**src/rtl/cap_seq_pkg.sv**
```systemverilog
package cap_seq_pkg;

  typedef enum logic [2:0] {
    ST_IDLE,
    ST_PRE,
    ST_POST,
    ST_SETUP,
    ST_FETCH,
    ST_LATCH,
    ST_SHOW,
    ST_DONE
  } seqState_e;

  // Strobes from the control FSM to the datapath
  typedef struct packed {
    logic clearAll;     // restart pointers and fill level
    logic storeSample;  // write the current sample
    logic startRead;    // compute read start and stale count
    logic fetchWord;    // issue RAM read
    logic latchWord;    // capture RAM read data
    logic advanceWord;  // word accepted, move on
  } seqStrobe_t;

endpackage

```
**src/rtl/capture_seq_ctrl.sv**
```systemverilog
module capture_seq_ctrl
  import cap_seq_pkg::*;
#(
  parameter int CNT_W = 8
) (
  input  logic             clk,
  input  logic             rstN,
  input  logic             clearCmd,
  input  logic             arm,
  input  logic             useTrig,
  input  logic             trigger,
  input  logic             sampleValid,
  input  logic [CNT_W-1:0] delayCount,
  input  logic             upReady,
  input  logic             lastWord,
  input  logic             readEmpty,
  output seqStrobe_t       strobe,
  output logic             upValid,
  output logic             done
);

  seqState_e state, stateNext;
  logic [CNT_W-1:0] delayCnt;
  logic armStart;
  logic delayReached;

  assign armStart     = arm && !clearCmd && (state == ST_IDLE || state == ST_DONE);
  assign delayReached = (delayCnt == delayCount);

  always_comb begin
    strobe             = '0;
    strobe.clearAll    = clearCmd || armStart;
    strobe.storeSample = !clearCmd && sampleValid &&
                         (state == ST_PRE || (state == ST_POST && !delayReached));
    strobe.startRead   = !clearCmd && (state == ST_SETUP);
    strobe.fetchWord   = !clearCmd && (state == ST_FETCH);
    strobe.latchWord   = !clearCmd && (state == ST_LATCH);
    strobe.advanceWord = !clearCmd && (state == ST_SHOW) && upReady;
  end

  always_comb begin
    stateNext = state;
    if (clearCmd) begin
      stateNext = ST_IDLE;
    end else begin
      unique case (state)
        ST_IDLE, ST_DONE: if (arm) stateNext = useTrig ? ST_PRE : ST_POST;
        ST_PRE:           if (trigger) stateNext = ST_POST;
        ST_POST:          if (delayReached) stateNext = ST_SETUP;
        ST_SETUP:         stateNext = readEmpty ? ST_DONE : ST_FETCH;
        ST_FETCH:         stateNext = ST_LATCH;
        ST_LATCH:         stateNext = ST_SHOW;
        ST_SHOW:          if (upReady) stateNext = lastWord ? ST_DONE : ST_FETCH;
        default:          stateNext = ST_IDLE;
      endcase
    end
  end

  always_ff @(posedge clk or negedge rstN) begin
    if (!rstN) begin
      state    <= ST_IDLE;
      delayCnt <= '0;
    end else begin
      state <= stateNext;
      if (armStart || (state == ST_PRE && trigger && !clearCmd))
        delayCnt <= '0;
      else if (strobe.storeSample && state == ST_POST)
        delayCnt <= delayCnt + 1'b1;
    end
  end

  assign upValid = (state == ST_SHOW);
  assign done    = (state == ST_DONE);

  assert_clear_idles_R1: assert property (@(posedge clk) disable iff (!rstN)
    clearCmd |=> (!done && !upValid));

  assert_delay_bound_R2: assert property (@(posedge clk) disable iff (!rstN)
    (state == ST_POST) |-> (delayCnt <= delayCount));

  assert_done_holds_R6: assert property (@(posedge clk) disable iff (!rstN)
    (done && !clearCmd && !arm) |=> done);

  assert_idle_ignores_trigger_R10: assert property (@(posedge clk) disable iff (!rstN)
    (state == ST_IDLE && !arm) |=> (state == ST_IDLE));

endmodule

```
**src/rtl/capture_seq_datapath.sv**
```systemverilog
module capture_seq_datapath
  import cap_seq_pkg::*;
#(
  parameter int DATA_W = 8,
  parameter int ADDR_W = 6,
  parameter int CNT_W  = 8
) (
  input  logic              clk,
  input  logic              rstN,
  input  seqStrobe_t        strobe,
  input  logic [DATA_W-1:0] sampleData,
  input  logic              sampleIsCount,
  input  logic [CNT_W-1:0]  readCount,
  output logic              ramWrEn,
  output logic [ADDR_W-1:0] ramWrAddr,
  output logic [DATA_W:0]   ramWrData,
  output logic              ramRdEn,
  output logic [ADDR_W-1:0] ramRdAddr,
  input  logic [DATA_W:0]   ramRdData,
  output logic [DATA_W-1:0] upData,
  output logic              upIsCount,
  output logic              upStale,
  output logic              upOrphan,
  output logic              lastWord,
  output logic              readEmpty
);

  localparam int DEPTH  = 1 << ADDR_W;
  localparam int FILL_W = ADDR_W + 1;

  logic [ADDR_W-1:0] wrPtr, rdPtr;
  logic [FILL_W-1:0] filled, readEff, readEffReg, staleNum, wordIdx;
  logic [DATA_W-1:0] upDataReg;
  logic upFlagReg, upStaleReg, upOrphanReg;

  // Effective read count: clamp only when the count field can exceed the depth
  generate
    if (CNT_W > ADDR_W) begin : gClamp
      assign readEff = (readCount > CNT_W'(DEPTH)) ? FILL_W'(DEPTH) : FILL_W'(readCount);
    end else begin : gNoClamp
      assign readEff = FILL_W'(readCount);
    end
  endgenerate

  assign readEmpty = (readEff == '0);
  assign lastWord  = (wordIdx == readEffReg - 1'b1);

  always_ff @(posedge clk or negedge rstN) begin
    if (!rstN) begin
      wrPtr  <= '0;
      filled <= '0;
    end else if (strobe.clearAll) begin
      wrPtr  <= '0;
      filled <= '0;
    end else if (strobe.storeSample) begin
      wrPtr <= wrPtr + 1'b1;
      if (filled != FILL_W'(DEPTH)) filled <= filled + 1'b1;
    end
  end

  always_ff @(posedge clk or negedge rstN) begin
    if (!rstN) begin
      rdPtr      <= '0;
      readEffReg <= '0;
      staleNum   <= '0;
      wordIdx    <= '0;
    end else if (strobe.startRead) begin
      rdPtr      <= wrPtr - readEff[ADDR_W-1:0];
      readEffReg <= readEff;
      staleNum   <= (readEff > filled) ? (readEff - filled) : '0;
      wordIdx    <= '0;
    end else if (strobe.advanceWord) begin
      rdPtr   <= rdPtr + 1'b1;
      wordIdx <= wordIdx + 1'b1;
    end
  end

  always_ff @(posedge clk or negedge rstN) begin
    if (!rstN) begin
      upDataReg   <= '0;
      upFlagReg   <= 1'b0;
      upStaleReg  <= 1'b0;
      upOrphanReg <= 1'b0;
    end else if (strobe.latchWord) begin
      upDataReg   <= ramRdData[DATA_W-1:0];
      upFlagReg   <= ramRdData[DATA_W];
      upStaleReg  <= (wordIdx < staleNum);
      upOrphanReg <= (wordIdx == staleNum) && ramRdData[DATA_W];
    end
  end

  assign ramWrEn   = strobe.storeSample;
  assign ramWrAddr = wrPtr;
  assign ramWrData = {sampleIsCount, sampleData};
  assign ramRdEn   = strobe.fetchWord;
  assign ramRdAddr = rdPtr;
  assign upData    = upDataReg;
  assign upIsCount = upFlagReg;
  assign upStale   = upStaleReg;
  assign upOrphan  = upOrphanReg;

  assert_write_advances_R3: assert property (@(posedge clk) disable iff (!rstN)
    ramWrEn |=> (wrPtr == ADDR_W'($past(wrPtr) + 1'b1)));

  assert_clamped_count_R7: assert property (@(posedge clk) disable iff (!rstN)
    strobe.startRead |=> (readEffReg <= FILL_W'(DEPTH)));

  assert_fill_bound_R8: assert property (@(posedge clk) disable iff (!rstN)
    (filled <= FILL_W'(DEPTH)) && (staleNum <= readEffReg));

endmodule

```
**src/rtl/capture_sequencer.sv**
```systemverilog
module capture_sequencer
  import cap_seq_pkg::*;
#(
  parameter int DATA_W = 8,
  parameter int ADDR_W = 6,
  parameter int CNT_W  = 8
) (
  input  logic              clk,
  input  logic              rstN,
  input  logic              clearCmd,
  input  logic              arm,
  input  logic              useTrig,
  input  logic              trigger,
  input  logic              sampleValid,
  input  logic [DATA_W-1:0] sampleData,
  input  logic              sampleIsCount,
  input  logic [CNT_W-1:0]  delayCount,
  input  logic [CNT_W-1:0]  readCount,
  output logic              ramWrEn,
  output logic [ADDR_W-1:0] ramWrAddr,
  output logic [DATA_W:0]   ramWrData,
  output logic              ramRdEn,
  output logic [ADDR_W-1:0] ramRdAddr,
  input  logic [DATA_W:0]   ramRdData,
  output logic              upValid,
  input  logic              upReady,
  output logic [DATA_W-1:0] upData,
  output logic              upIsCount,
  output logic              upStale,
  output logic              upOrphan,
  output logic              done
);

  seqStrobe_t strobe;
  logic lastWord, readEmpty;

  capture_seq_ctrl #(.CNT_W(CNT_W)) uCtrl (
    .clk(clk), .rstN(rstN), .clearCmd(clearCmd), .arm(arm), .useTrig(useTrig),
    .trigger(trigger), .sampleValid(sampleValid), .delayCount(delayCount),
    .upReady(upReady), .lastWord(lastWord), .readEmpty(readEmpty),
    .strobe(strobe), .upValid(upValid), .done(done)
  );

  capture_seq_datapath #(.DATA_W(DATA_W), .ADDR_W(ADDR_W), .CNT_W(CNT_W)) uPath (
    .clk(clk), .rstN(rstN), .strobe(strobe), .sampleData(sampleData),
    .sampleIsCount(sampleIsCount), .readCount(readCount),
    .ramWrEn(ramWrEn), .ramWrAddr(ramWrAddr), .ramWrData(ramWrData),
    .ramRdEn(ramRdEn), .ramRdAddr(ramRdAddr), .ramRdData(ramRdData),
    .upData(upData), .upIsCount(upIsCount), .upStale(upStale), .upOrphan(upOrphan),
    .lastWord(lastWord), .readEmpty(readEmpty)
  );

  assert_upload_hold_R5: assert property (@(posedge clk) disable iff (!rstN)
    (upValid && !upReady && !clearCmd) |=> (upValid && $stable(upData) && $stable(upIsCount)));

  assert_flags_exclusive_R9: assert property (@(posedge clk) disable iff (!rstN)
    upValid |-> !(upStale && upOrphan));

endmodule

```
**config.mk**
```make
export PLATFORM = sky130hd
export DESIGN_NAME = capture_sequencer
export DESIGN_NICKNAME = d
export VERILOG_FILES = /design/src/rtl/cap_seq_pkg.sv /design/src/rtl/capture_seq_ctrl.sv /design/src/rtl/capture_seq_datapath.sv /design/src/rtl/capture_sequencer.sv
export SDC_FILE = /design/constraint.sdc
export NUM_CORES = 1
export LEC_CHECK = 0
export ABC_AREA = 1
export BUFFER_PORTS_ARGS = -buffer_cell sky130_fd_sc_hd__buf_2
export CAP_MARGIN = 20
export CORE_UTILIZATION = 53
export CTS_BUF_LIST = sky130_fd_sc_hd__clkbuf_4 sky130_fd_sc_hd__clkbuf_8
export DETAILED_ROUTE_END_ITERATION = 10
export PLACE_DENSITY = 0.84
export SYNTH_ARGS = -nofsm -noshare
export SYNTH_HDL_FRONTEND = slang
export SYNTH_HIERARCHICAL = 1
export SYNTH_SLANG_ARGS = --single-unit
```
**constraint.sdc**
```tcl
create_clock -name clk -period 1.9 [get_ports clk]
set_clock_uncertainty 0.05 [all_clocks]
set_input_delay 0.475 -clock clk [delete_from_list [all_inputs] [get_ports clk]]
set_output_delay 0.475 -clock clk [all_outputs]
set_load 0.005 [all_outputs]
```
==> flow_summary.yaml <==
floorplan:
  die_area_um2: 8420
  ioPinCount: 78
  rows: 32
  fp.dieW_um: 91.76
  initial_utilization: 0.5498
  coreArea_um2: 7767
  die_y_um: 91.76
timing:
  setup_viol: 20
  worstMarginPinSlew_ns: 0.4638
  fmax_ghz: 0.4890
  maxSlewHeadroom: 0.6908
  finalWorstSetupSlack_ns: -0.1451
  slew_viol_final: 0
  finalHoldViolCount: 0
  layout_min_cycle_time_ns: 2.045
  period_share: 1.076
  worst_hold_slack_ns: 0.01039
  setup_tns_ns: -1.535
  rsz0062_at_grt: "yes"
clocking:
  cts.sinks: 62
  htreeDepth: 3
  clockRootBuffer: "clkbuf_8"
  worstSkewPairLatency_ns: 0.36
  clkTransAtPathRegs_ns: 0.08
  postCtsHoldBufs: 0
  clockBufferDepth: 2
  cts_tree: "built"
  cts_buffers: 9
job:
  cap_viol_max_count: 0
grt:
  grt-ovfl-total: 0
  grt_pass1_wl_mm: 19.50
  grt_pass1_vias: 4326
  grt_max_degree: 46
  antenna_found_initial: 0
  grt_usage: 0.2908
worst_setup_path:
  worstPathArrival_ns: 1.52
  crit_path_start_kind: "flip-flop"
  required_ns: 1.37
  setup.worst_path.class: "reg2out"
  crit_path_end_kind: "output port"
  path_cells: "xnor2_1 > nand2_1 > nor2_2 > nand2_2 > nand2_4 > a21boi_4 > buf_2"
  slowest_delay_ns: 0.40
  critPathMaxFanout: 2
  slowest_stage: "dfrtp_1"
  path_buf_inv: 1
  critical-path-top-delay-family: "simple AND/OR/NAND/NOR gates"
hold_path:
  hold_class: "in2async"
cells_and_area:
  n_antenna_cell: 0
  fin_area_um2: 5946
  layout-drive-gt1-share: 0.3901
  synthToLayoutAreaGrowth_pct: 39.23
  fill_cells: 536
  final_cell_mix: "nand2_1, buf_4, dfrtp_1"
  final_common_cell: "nand2_1"
  postLayoutCoreUtil: 0.7655
  fin_nets: 776
route:
  avgRoutedWirePerCell_um: 16.74
  antenna_left: 0
  drc: 0
  drt_pass1_iterations: 5
  drt_iter0_markers: 333
  wl_mm: 13.59
  viasPerCell: 5.624
  num_vias: 4567
synthesis:
  yosysWarnings: 6
  yosysUniqueCellTypes: 46
  post_synth_inst_count: 574
  synthesis.nets: 645
  synth-seq-cells: 62
  synth.avg_cell_area_um2: 7.440
  synthesis.area_um2: 4270
  seq_area_frac_synth: 0.3633
status:
  violations: "negative setup slack"
  status: "finished with violations"
pwr:
  p_per_area_nw_per_um2: 1087
  total_power_mw: 6.463
  vdd_ir_drop_max_mv: 0.7424
  power_leakage_nw: 2.972
place:
  placed_area_um2: 5070
  routabilityCongestion: 0.8822
  io_buffers: 59
  hpwl_mm: 8.258
-- routing by layer --
layer,global-route usage,vias to the layer above,routed length [um]
li1,-,2112,-
met1,0.3502,2169,5239
met2,0.5038,223,7003
met3,0.05390,63,729
met4,0.1341,0,618
met5,0,-,0
-- kinds of logic (layout without fill, tap and decap cells) --
logic type,after synthesis,count (layout),share of synthesized area
AOI/OAI and AO/OA,82,82,0.1160
xor gates and xnor gates,23,23,0.04717
adders and majority gates,29,29,0.08848
buffers and inverters,99,235,0.09903
DFF,62,62,0.3633
and+or+nand+nor,279,279,0.2860
-- metrics by stage --
stage / setup WS, ns / instances
floorplan: -0.2222 / 574
CTS: -0.1686 / 800
detailed placement: -0.5589 / 770
global placement: -0.3989 / 770
global route: -0.2835 / 812
finish: -0.1451 / 812
-- synth_stat cells (all sizes together) --
cell,count,share of area
o22ai,8,0.012
nor3,9,0.012
xnor2,11,0.023
dfrtp,62,0.36
o221ai,1,0.0021
a21boi,1,0.0026
or2,3,0.0044
nor4,2,0.0029
clkinv,1,0.00088
buf,16,0.025
nor3b,2,0.0035
o21ai,32,0.041
ha,27,0.079
xor2,12,0.025
nand3,44,0.057
a31oi,1,0.0015
o2111ai,1,0.0021
nand3b,4,0.0070
inv,77,0.068
nor2,55,0.049
o31ai,1,0.0018
clkbuf,5,0.0047
nand2,150,0.14
a21o,2,0.0035
o211ai,2,0.0035
a22o,1,0.0021
a21oi,31,0.042
nand4,10,0.015
fa,2,0.0094
a22oi,1,0.0018
-- registers in the layout, indices dropped and copies added, names as in the netlist --
name              count
uPath/filled          7
uPath/readEffReg      7
uPath/upIsCount       1
uCtrl/state           3
uPath/upOrphan        1
uCtrl/delayCnt        8
uPath/ramRdAddr       6
uPath/upStale         1
uPath/ramWrAddr       6
uPath/staleNum        7
uPath/wordIdx         7
uPath/upData          8
-- final cells by class --
class / instances / area [um2] / share of cell area
Multi-Input combinational cell: 413 / 2721 / 0.4577
Sequential cell: 62 / 1554 / 0.2614
Timing Repair Buffer: 140 / 1008 / 0.1696
Inverter: 78 / 299.0 / 0.05029
Tap cell: 102 / 127.6 / 0.02146
Clock buffer: 9 / 123.9 / 0.02083
Clock inverter: 7 / 103.9 / 0.01747
Timing Repair inverter: 1 / 7.507 / 0.001263
-- final timing paths --
kind | slack [ns] | depth (start not counted) | startpoint | to
max | -0.15 | 7 | uCtrl/delayCnt[2]$_DFFE_PN0P_ | ramWrEn
min | 0.01 | 1 | rstN | uCtrl/delayCnt[4]$_DFFE_PN0P_
max reg2reg | -0.14 | 11 | uPath/readEffReg[1]$_DFFE_PN0P_ | uCtrl/state[1]$_DFFE_PN0P_
min in group clk | 0.26 | 3 | ramRdData[4] | uPath/upData[4]$_DFFE_PN0P_
min reg2reg | 0.43 | 2 | uPath/upData[2]$_DFFE_PN0P_ | uPath/upData[2]$_DFFE_PN0P_
max in group asynchronous | 1.19 | 2 | rstN | uPath/readEffReg[5]$_DFFE_PN0P_
-- report_power, final --
part           leakage (nW)  switching [mW]  total (mW)  internal, mW
clock network         0.115           0.612        1.37         0.756
logic                  2.04            1.71        3.04          1.33
registers             0.816           0.356        2.06          1.70
total                  2.97            2.68        6.46          3.79
-- worst register-to-register path, stage by stage (launching register included) --
cell and delay [ns]:
dfrtp_1 0.39, inv_2 0.09, ha_4 0.14, nand2_2 0.06
nor4_1 0.27, xor2_1 0.19, nand3_1 0.12, nor2_2 0.16
inv_1 0.06, o211ai_1 0.19, nand3_1 0.13, o21ai_1 0.13
-- timing repair --
item | CTS | global route
cloned | 0 | 1
gates resized for setup | 37 | 96
setup buffers | 14 | 11
pin swaps | 29 | 41
setup endpoints to repair | 23 | 37
No activity file was read; power rests on OpenSTA's default activity.
